==> config.mk <==
export PLATFORM = sky130hd
export DESIGN_NAME = spi_seq_master
export DESIGN_NICKNAME = d
export VERILOG_FILES = /design/src/rtl/spi_seq_pkg.sv /design/src/rtl/spi_shift_engine.sv /design/src/rtl/spi_seq_ctrl.sv /design/src/rtl/spi_seq_master.sv
export SDC_FILE = /design/constraint.sdc
export NUM_CORES = 1
export LEC_CHECK = 0
export BUFFER_PORTS_ARGS = -buffer_cell sky130_fd_sc_hd__buf_2
export CORE_AREA = 3 3 176 178
export CTS_CLUSTER_DIAMETER = 200
export DETAILED_ROUTE_END_ITERATION = 10
export DIE_AREA = 0 0 179 181
export PLACE_DENSITY = 0.79
export SETUP_SLACK_MARGIN = 0.5
export SYNTH_ARGS = -nofsm -noshare
export SYNTH_HDL_FRONTEND = slang
export SYNTH_HIERARCHICAL = 1
export SYNTH_SLANG_ARGS = --single-unit
==> constraint.sdc <==
create_clock -name clk -period 4.3 [get_ports clk]
set_clock_uncertainty 0.15 [all_clocks]
set_input_delay 0 -clock clk [delete_from_list [all_inputs] [get_ports clk]]
set_output_delay 0 -clock clk [all_outputs]
set_load 0.1 [all_outputs]
==> src/rtl/spi_seq_pkg.sv <==
// Shared widths, register offsets and sequencer state type for the
// byte-program SPI master. Assumes a 64-bit register word.
package spi_seq_pkg;
    localparam int WORD_W = 64;
    localparam int OP_W   = 8;
    localparam int SLOTS  = WORD_W / OP_W;
    localparam int SLOT_W = $clog2(SLOTS);
    localparam int DIV_W  = 12;
    localparam int ADDR_W = 4;
    localparam int NIB_W  = 4;

    localparam logic [ADDR_W-1:0] OFS_CLKCFG = 4'h3;
    localparam logic [ADDR_W-1:0] OFS_TXD    = 4'h5;
    localparam logic [ADDR_W-1:0] OFS_RXD    = 4'h6;
    localparam logic [ADDR_W-1:0] OFS_PROG   = 4'h7;
    localparam logic [ADDR_W-1:0] OFS_STAT   = 4'h8;

    localparam logic [OP_W-1:0] CODE_IDLE  = 8'h01;
    localparam logic [OP_W-1:0] CODE_EXEC  = 8'h02;
    localparam logic [OP_W-1:0] CODE_WAIT  = 8'h04;
    localparam logic [OP_W-1:0] CODE_SHIFT = 8'h08;

    typedef enum logic [1:0] {SQ_IDLE, SQ_EXEC, SQ_WAIT_TX, SQ_SHIFT} seq_state_t;
endpackage

==> src/rtl/spi_shift_engine.sv <==
// Shift engine: runs one SPI mode-0 burst of nbytes*8 bits, MSB first.
// SCK half period is div+1 clocks. A burst is loaded on start and must
// not be restarted while busy. abort returns it to idle at once.
module spi_shift_engine
    import spi_seq_pkg::*;
#(
    parameter int DW = DIV_W
) (
    input  logic              clk,
    input  logic              rst_n,
    input  logic              abort,
    input  logic              start,
    input  logic              dir_in,
    input  logic [NIB_W-1:0]  nbytes,
    input  logic [WORD_W-1:0] tx_word,
    input  logic [DW-1:0]     div,
    input  logic              miso,
    output logic              sck,
    output logic              mosi,
    output logic              busy,
    output logic              done,
    output logic [WORD_W-1:0] rx_word
);
    localparam int BITS_W = $clog2(WORD_W + 1);

    logic [WORD_W-1:0] sh_out;
    logic [WORD_W-1:0] sh_in;
    logic [BITS_W-1:0] bits_left;
    logic [DW-1:0]     half_cnt;

    // Burst control: half-period counting, SCK toggling, sampling and shifting.
    always_ff @(posedge clk) begin
        if (!rst_n || abort) begin
            sh_out    <= '0;
            sh_in     <= '0;
            bits_left <= '0;
            half_cnt  <= '0;
            sck       <= 1'b0;
            busy      <= 1'b0;
            done      <= 1'b0;
        end else begin
            done <= 1'b0;
            if (start) begin
                busy      <= 1'b1;
                sck       <= 1'b0;
                half_cnt  <= '0;
                bits_left <= BITS_W'({nbytes, 3'b000});
                sh_out    <= dir_in ? '0 : tx_word;
                sh_in     <= '0;
            end else if (busy) begin
                if (half_cnt >= div) begin
                    half_cnt <= '0;
                    if (!sck) begin
                        sck   <= 1'b1;
                        sh_in <= {sh_in[WORD_W-2:0], miso};
                    end else begin
                        sck       <= 1'b0;
                        sh_out    <= {sh_out[WORD_W-2:0], 1'b0};
                        bits_left <= bits_left - 1'b1;
                        if (bits_left == BITS_W'(1)) begin
                            busy <= 1'b0;
                            done <= 1'b1;
                        end
                    end
                end else begin
                    half_cnt <= half_cnt + 1'b1;
                end
            end
        end
    end

    // Output data: top bit of the out-shifter, forced low when idle.
    always_comb begin
        mosi    = busy & sh_out[WORD_W-1];
        rx_word = sh_in;
    end

    AST_SCK_IDLE_LOW: assert property (@(posedge clk) disable iff (!rst_n)
        !busy |-> !sck) else $error("SCK high while idle");

    AST_MOSI_HELD_HIGH: assert property (@(posedge clk) disable iff (!rst_n)
        (busy && sck) |-> $stable(mosi)) else $error("MOSI moved with SCK high");
endmodule

==> src/rtl/spi_seq_ctrl.sv <==
// Sequencer: holds the 8-slot program and executes one opcode per cycle,
// handing shift bursts to the engine and waiting for its done pulse.
// Assumes the engine raises done exactly once per accepted start.
module spi_seq_ctrl
    import spi_seq_pkg::*;
(
    input  logic              clk,
    input  logic              rst_n,
    input  logic              soft_rst,
    input  logic              prog_wr,
    input  logic [WORD_W-1:0] prog_wdata,
    input  logic              tx_full,
    input  logic              eng_done,
    output logic              eng_start,
    output logic              start_dir,
    output logic [NIB_W-1:0]  start_nbytes,
    output logic              tx_take,
    output logic              rx_store,
    output logic              copy_tx,
    output logic              tx_und_evt,
    output logic              op_err_evt,
    output logic [NIB_W-1:0]  sel,
    output logic [WORD_W-1:0] prog_q,
    output logic [OP_W-1:0]   state_code
);
    seq_state_t        state;
    logic [SLOT_W:0]   pc;
    logic              cur_dir;
    logic [NIB_W-1:0]  cur_nb;
    logic [OP_W-1:0]   op;
    logic [NIB_W-1:0]  op_hi, op_lo, n_clamp;
    logic              live, is_out, is_in, is_bad;

    // Decode of the opcode in the current slot.
    always_comb begin
        op      = OP_W'(prog_q >> {~pc[SLOT_W-1:0], 3'b000});
        op_hi   = op[7:4];
        op_lo   = op[3:0];
        n_clamp = (op_lo > 4'd8) ? 4'd8 : op_lo;
        live    = (state == SQ_EXEC) && !pc[SLOT_W];
        is_out  = live && (op_hi == 4'h3) && (n_clamp != '0);
        is_in   = live && (op_hi == 4'h4) && (n_clamp != '0);
        unique case (op_hi)
            4'h0:    is_bad = (op_lo != '0);
            4'h1, 4'h3, 4'h4, 4'hE: is_bad = 1'b0;
            4'hC:    is_bad = (op_lo != '0);
            default: is_bad = 1'b1;
        endcase
    end

    // Handshake strobes towards the engine and the register file.
    always_comb begin
        eng_start    = (is_out && tx_full) || is_in || ((state == SQ_WAIT_TX) && tx_full);
        start_dir    = is_in;
        start_nbytes = (state == SQ_WAIT_TX) ? cur_nb : n_clamp;
        tx_take      = eng_start && !start_dir;
        rx_store     = (state == SQ_SHIFT) && eng_done && cur_dir;
        copy_tx      = live && (op == 8'hC0);
        tx_und_evt   = is_out && !tx_full;
        op_err_evt   = live && is_bad;
        unique case (state)
            SQ_IDLE:    state_code = CODE_IDLE;
            SQ_EXEC:    state_code = CODE_EXEC;
            SQ_WAIT_TX: state_code = CODE_WAIT;
            default:    state_code = CODE_SHIFT;
        endcase
    end

    // Program storage, slot pointer, selects and state transitions.
    always_ff @(posedge clk) begin
        if (!rst_n || soft_rst) begin
            state   <= SQ_IDLE;
            pc      <= '0;
            sel     <= '0;
            prog_q  <= '0;
            cur_dir <= 1'b0;
            cur_nb  <= '0;
        end else begin
            unique case (state)
                SQ_IDLE: if (prog_wr) begin
                    prog_q <= prog_wdata;
                    pc     <= '0;
                    state  <= SQ_EXEC;
                end
                SQ_EXEC: begin
                    if (pc[SLOT_W] || is_bad || op == 8'h00) begin
                        state <= SQ_IDLE;
                    end else begin
                        unique case (op_hi)
                            4'h1: begin sel <= op_lo; pc <= pc + 1'b1; end
                            4'hE: pc <= {1'b0, op_lo[SLOT_W-1:0]};
                            4'h3, 4'h4: begin
                                if (n_clamp == '0) begin
                                    pc <= pc + 1'b1;
                                end else begin
                                    cur_nb  <= n_clamp;
                                    cur_dir <= (op_hi == 4'h4);
                                    state   <= (op_hi == 4'h4 || tx_full) ? SQ_SHIFT : SQ_WAIT_TX;
                                end
                            end
                            default: pc <= pc + 1'b1;
                        endcase
                    end
                end
                SQ_WAIT_TX: if (tx_full) state <= SQ_SHIFT;
                default: if (eng_done) begin
                    pc    <= pc + 1'b1;
                    state <= SQ_EXEC;
                end
            endcase
        end
    end

    AST_DONE_WHILE_SHIFTING: assert property (@(posedge clk) disable iff (!rst_n)
        eng_done |-> (state == SQ_SHIFT)) else $error("engine done outside shift state");
endmodule

==> src/rtl/spi_seq_master.sv <==
// Top of the byte-program SPI master: register file, status flags,
// two-step soft reset, select decode, sequencer and shift engine.
// Assumes reg_we and reg_re are single-cycle strobes, never both at once.
module spi_seq_master
    import spi_seq_pkg::*;
#(
    parameter int NUM_CS = 4
) (
    input  logic              clk,
    input  logic              rst_n,
    input  logic              reg_we,
    input  logic              reg_re,
    input  logic [ADDR_W-1:0] reg_addr,
    input  logic [WORD_W-1:0] reg_wdata,
    output logic [WORD_W-1:0] reg_rdata,
    output logic              spi_sck,
    output logic              spi_mosi,
    input  logic              spi_miso,
    output logic [NUM_CS-1:0] spi_cs_n
);
    localparam logic [3:0] STEP_A = 4'b0101;
    localparam logic [3:0] STEP_B = 4'b1010;

    logic [WORD_W-1:0] tx_q, rx_q, prog_q, eng_rx;
    logic              tx_full, rx_full, tx_ovr, tx_und, rx_ovr, rx_und, op_err;
    logic [DIV_W-1:0]  div_q;
    logic              step_a_seen, soft_rst;
    logic              tx_wr, rx_rd, clk_wr, stat_wr, prog_wr;
    logic              eng_start, start_dir, eng_busy, eng_done;
    logic [NIB_W-1:0]  start_nb, sel;
    logic              tx_take, rx_store, copy_tx, tx_und_evt, op_err_evt;
    logic [OP_W-1:0]   state_code;

    // Strobe decode of the register port.
    always_comb begin
        tx_wr    = reg_we && (reg_addr == OFS_TXD);
        rx_rd    = reg_re && (reg_addr == OFS_RXD);
        clk_wr   = reg_we && (reg_addr == OFS_CLKCFG);
        stat_wr  = reg_we && (reg_addr == OFS_STAT);
        prog_wr  = reg_we && (reg_addr == OFS_PROG);
        soft_rst = clk_wr && step_a_seen && (reg_wdata[39:36] == STEP_B);
    end

    // Clock configuration: divider storage and reset-step tracking.
    always_ff @(posedge clk) begin
        if (!rst_n) begin
            div_q       <= '0;
            step_a_seen <= 1'b0;
        end else if (clk_wr) begin
            step_a_seen <= (reg_wdata[39:36] == STEP_A);
            if (reg_wdata[39:36] == 4'b0000)
                div_q <= reg_wdata[WORD_W-1 -: DIV_W];
        end
    end

    // Data words, fill state and sticky flags.
    always_ff @(posedge clk) begin
        if (!rst_n || soft_rst) begin
            tx_q <= '0; rx_q <= '0;
            tx_full <= 1'b0; rx_full <= 1'b0;
            tx_ovr <= 1'b0; tx_und <= 1'b0;
            rx_ovr <= 1'b0; rx_und <= 1'b0;
            op_err <= 1'b0;
        end else begin
            if (stat_wr) begin
                tx_ovr <= 1'b0; tx_und <= 1'b0;
                rx_ovr <= 1'b0; rx_und <= 1'b0;
                op_err <= 1'b0;
            end
            if (tx_take) tx_full <= 1'b0;
            if (copy_tx) begin
                tx_q    <= rx_q;
                tx_full <= 1'b1;
            end
            if (tx_wr) begin
                if (tx_full) tx_ovr <= 1'b1;
                else begin
                    tx_q    <= reg_wdata;
                    tx_full <= 1'b1;
                end
            end
            if (tx_und_evt) tx_und <= 1'b1;
            if (op_err_evt) op_err <= 1'b1;
            if (rx_rd) begin
                if (rx_full) rx_full <= 1'b0;
                else         rx_und  <= 1'b1;
            end
            if (rx_store) begin
                rx_q    <= eng_rx;
                rx_full <= 1'b1;
                if (rx_full && !rx_rd) rx_ovr <= 1'b1;
            end
        end
    end

    // Read data multiplexer; unmapped offsets read zero.
    always_comb begin
        reg_rdata = '0;
        unique case (reg_addr)
            OFS_CLKCFG: reg_rdata[WORD_W-1 -: DIV_W] = div_q;
            OFS_TXD:    reg_rdata = tx_q;
            OFS_RXD:    reg_rdata = rx_q;
            OFS_PROG:   reg_rdata = prog_q;
            OFS_STAT: begin
                reg_rdata[63]    = rx_full;
                reg_rdata[62]    = rx_ovr;
                reg_rdata[61]    = rx_und;
                reg_rdata[59]    = tx_full;
                reg_rdata[58]    = tx_ovr;
                reg_rdata[57]    = tx_und;
                reg_rdata[55:48] = state_code;
                reg_rdata[31]    = op_err;
            end
            default: reg_rdata = '0;
        endcase
    end

    // Select decode: one active-low line per slave number 1..NUM_CS.
    for (genvar gi = 0; gi < NUM_CS; gi++) begin : g_cs
        assign spi_cs_n[gi] = (sel != NIB_W'(gi + 1));
    end

    spi_seq_ctrl u_ctrl (
        .clk          (clk),
        .rst_n        (rst_n),
        .soft_rst     (soft_rst),
        .prog_wr      (prog_wr),
        .prog_wdata   (reg_wdata),
        .tx_full      (tx_full),
        .eng_done     (eng_done),
        .eng_start    (eng_start),
        .start_dir    (start_dir),
        .start_nbytes (start_nb),
        .tx_take      (tx_take),
        .rx_store     (rx_store),
        .copy_tx      (copy_tx),
        .tx_und_evt   (tx_und_evt),
        .op_err_evt   (op_err_evt),
        .sel          (sel),
        .prog_q       (prog_q),
        .state_code   (state_code)
    );

    spi_shift_engine #(.DW(DIV_W)) u_eng (
        .clk     (clk),
        .rst_n   (rst_n),
        .abort   (soft_rst),
        .start   (eng_start),
        .dir_in  (start_dir),
        .nbytes  (start_nb),
        .tx_word (tx_q),
        .div     (div_q),
        .miso    (spi_miso),
        .sck     (spi_sck),
        .mosi    (spi_mosi),
        .busy    (eng_busy),
        .done    (eng_done),
        .rx_word (eng_rx)
    );

    AST_CS_HELD_IN_SHIFT: assert property (@(posedge clk) disable iff (!rst_n)
        (eng_busy && !soft_rst) |=> $stable(spi_cs_n)) else $error("select moved mid-shift");

    AST_RX_STORE_FILLS: assert property (@(posedge clk) disable iff (!rst_n)
        (rx_store && !soft_rst) |=> rx_full) else $error("RX not full after shift-in");

    AST_TAKE_EMPTIES_TX: assert property (@(posedge clk) disable iff (!rst_n)
        tx_take |=> !tx_full) else $error("TX still full after take");
endmodule

==> results_dict.tcl <==
set metrics [dict create \
    status "completed" \
    clkSinkCount 377 \
    rsz0062_at_grt "false" \
    syn_avg_cell_area_um2 8.65 \
    slowest_stage "mux4_1" \
    hpwl_um 34100 \
    grt.total_usage_pct 32.7 \
    setup_slack_ps 713 \
    yosys_most_used_dff "dfxtp_1" \
    insertion_delay_ps 520 \
    critical_path.max_stage_delay_ps 650 \
    synth_edf_count 0 \
    multi_input_area_mm2 0.00903 \
    post-place-cells 2416 \
    crit_type "reg2reg" \
    io_buffers 142 \
    rr_worst_depth 12 \
    drc 0 \
    synth-warning-count 6 \
    period_minus_slack_ps 3590 \
    cts_root_buf "clkbuf_16" \
    antenna_cells 0 \
    fp.dieH_um 181 \
    wl_per_cell_um 21.5 \
    worst_pin_slew_ps 1030 \
    ys_seq_area_share_pct 42.9 \
    drv_slew 0 \
    ir_worst_vdd_uv 336 \
    final_cell_mix "376 x dfxtp_1, 327 x nand2_1, 210 x a21oi_1" \
    p_leak_nw 7.46 \
    cts_tree "done" \
    async_flop_share_pct 0 \
    drv_cap 0 \
    drt-pass1-iter-count 10 \
    hold_end "op_err$_SDFFE_PP0P_" \
    routed_wl_um 55200 \
    fillCellCount 2231 \
    dieArea_mm2 0.0324 \
    critical-path-top-delay-family "simple AND/OR/NAND/NOR gates" \
    die_w_um 179 \
    io_pins 143 \
    setup_viol_count_final 0 \
    path_buf_inv 2 \
    post-cts-setup-buffer-count 0 \
    vias 16600 \
    grt-ovfl-total 0 \
    final_common_cell "dfxtp_1" \
    r2r_setup_slack_ps 710 \
    fin_tns_setup_ps 0 \
    synth_top_area_share_pct 42.9 \
    path_clk_slew_ps 60 \
    viasPerCell 6.48 \
    crit_chain "buf_6 > mux4_1 > mux2i_4 > nand4_4 > nand3b_1 > nor2_1 > o21ai_1 > nand2b_2 > inv_2 > nand2_1 > a21o_2 > nor2_1" \
    grt_pass1_vias 15600 \
    start_util_pct 59.5 \
    holdPathStages 4 \
    p_per_area_mw_per_mm2 362 \
    htreeDepth 2 \
    ys_ff_latch 377 \
    crit_required_ps 4590 \
    pre_cts_ws_ps 400 \
    area_growth_syn_to_layout_pct 16.6 \
    fin_nets 2238 \
    rr_endpoint "u_eng/half_cnt[11]$_SDFFE_PP0P_" \
    rows 63 \
    ant_nets 0 \
    crit_path_max_fanout 16 \
    hold_path.class "in2reg" \
    coreArea_mm2 0.0296 \
    cp_common_cell "nor2_1" \
    drt_iter0_drc 2295 \
    hold_violations 0 \
    min_from "reg_addr[3]" \
    synth.area.top_cells "dfxtp_1 43%, mux2i_1 8.4%, nand2_1 7.0%" \
    cts_made_buffers 40 \
    critPathCaptureType "flip-flop" \
    r2r_start "u_ctrl/pc[2]$_SDFFE_PP0P_" \
    arrival_ps 3870 \
    grt_pass1_wl_um 85600 \
    finalCritPeriodShare_pct 83.4 \
    clock_path_buffers 3 \
    gp_congestion 0.933 \
    regArea_mm2 0.00755 \
    ys_types 76 \
    slew_headroom_pct 31.6 \
    worstSetupStartpoint "u_ctrl/pc[2]$_SDFFE_PP0P_" \
    layoutNonFillerInstCount 2562 \
    grt_max_degree 86 \
    critPathLaunchType "flip-flop" \
    syn-cell-area_mm2 0.0176 \
    antenna_found_initial 4 \
    syn_inst 2035 \
    max_freq_mhz 279 \
    drive_above_1_share_pct 13.7 \
    synth_largest_area_cell "dfxtp_1" \
]
final cells by class:
cell class | instances | area share [%]
Clock buffer | 59 | 5.81
Clock inverter | 11 | 0.658
Inverter | 80 | 1.48
Multi-Input combinational cell | 1398 | 44.0
Sequential cell | 377 | 36.8
Tap cell | 390 | 2.38
Timing Repair Buffer | 247 | 8.89
registers in the layout (all words and copies together) (netlist names), 2 cells and up:
register	flops
u_eng/sh_out	64
tx_q	64
u_eng/rx_word	64
u_ctrl/prog_q	64
u_eng/half_cnt	12
u_eng/bits_left	7
u_ctrl/state	2
div_q	12
rx_q	64
u_ctrl/pc	4
u_ctrl/sel	4
u_ctrl/cur_nb	4
layer usage:
layer  track usage (%)  up-vias  part of all wire, %
met3              5.65      163                   10
met2              51.4     1006                   45
met4              13.6        6                  4.1
li1                  -     7533                    -
met5                 0        -                 0.11
met1              44.6     7885                   40
worst min-delay path, stage by stage:
cell and delay [ps]:
buf_2 160, or4b_2 290, o21ai_0 100, a21oi_1 140
cell usage after synthesis, types with 5 or more instances:
master    number
nor3_1        70
dfxtp_1      377
nor2_1       100
clkbuf_1      98
o21ai_0       80
inv_1         78
a211oi_1     115
and4_1         7
mux4_1        12
nand2_1      328
nand4_1        5
mux2i_1      148
buf_1         25
o211ai_1       5
o31ai_1        5
buf_2         35
buf_4          9
a22oi_1       24
nand3_1       77
buf_6         11
a21oi_1      211
nand2b_1       8
and2_1         6
a211oi_2      20
o21a_1         5
ha_1          21
a222oi_1      57
xnor2_1        5
xor2_1        11
worst max-delay path by stage:
stage	end	slack, ps	cells after the start
final	u_eng/half_cnt[11]$_SDFFE_PP0P_	710	12
after global routing	u_eng/sh_out[18]$_SDFFE_PP0P_	520	13
after global placement	u_eng/rx_word[47]$_SDFFE_PP0P_	560	12
after CTS	u_eng/rx_word[19]$_SDFFE_PP0P_	540	12
after floorplan	u_eng/rx_word[10]$_SDFFE_PP0P_	850	15
after detailed placement	u_eng/rx_word[19]$_SDFFE_PP0P_	400	12
where the power goes:
group | switching [mW] | internal, mW
Sequential | 0.0302 | 3.52
Combinational | 0.267 | 0.133
Clock | 1.40 | 2.10
logic make-up (layout without fill, tap and decap cells):
group	after synthesis	count (layout)	synth area share [%]
xor+xnor	16	16	0.796
compound gates	552	552	20.9
buf+inv	263	397	6.64
fa+ha+maj	21	21	1.49
flops	377	377	42.9
simple gates	635	635	16.0
other cells	1	4	0.0213
mux	170	170	11.2
what timing repair did:
item                       4_1_cts  5_1_grt
setup endpoints to repair       47      147
hold buffers                    76        0
pin swaps                        0        0
resized for setup                2       16
hold endpoints to repair       148        0
metrics by stage:
step           power, mW  hold WS, ps  cell area, um^2  util (%)
2_1_floorplan       3.82        -19.6            17600         -
3_3_place_gp        3.95         78.4            18400      62.1
3_5_place_dp        3.96         87.0            18400      62.1
4_1_cts             7.44         5.53            20500      69.2
5_1_grt             7.62         59.6            20500      69.4
6_report            7.44         51.2            20500      69.4
Power figures use the tool's default switching activity.
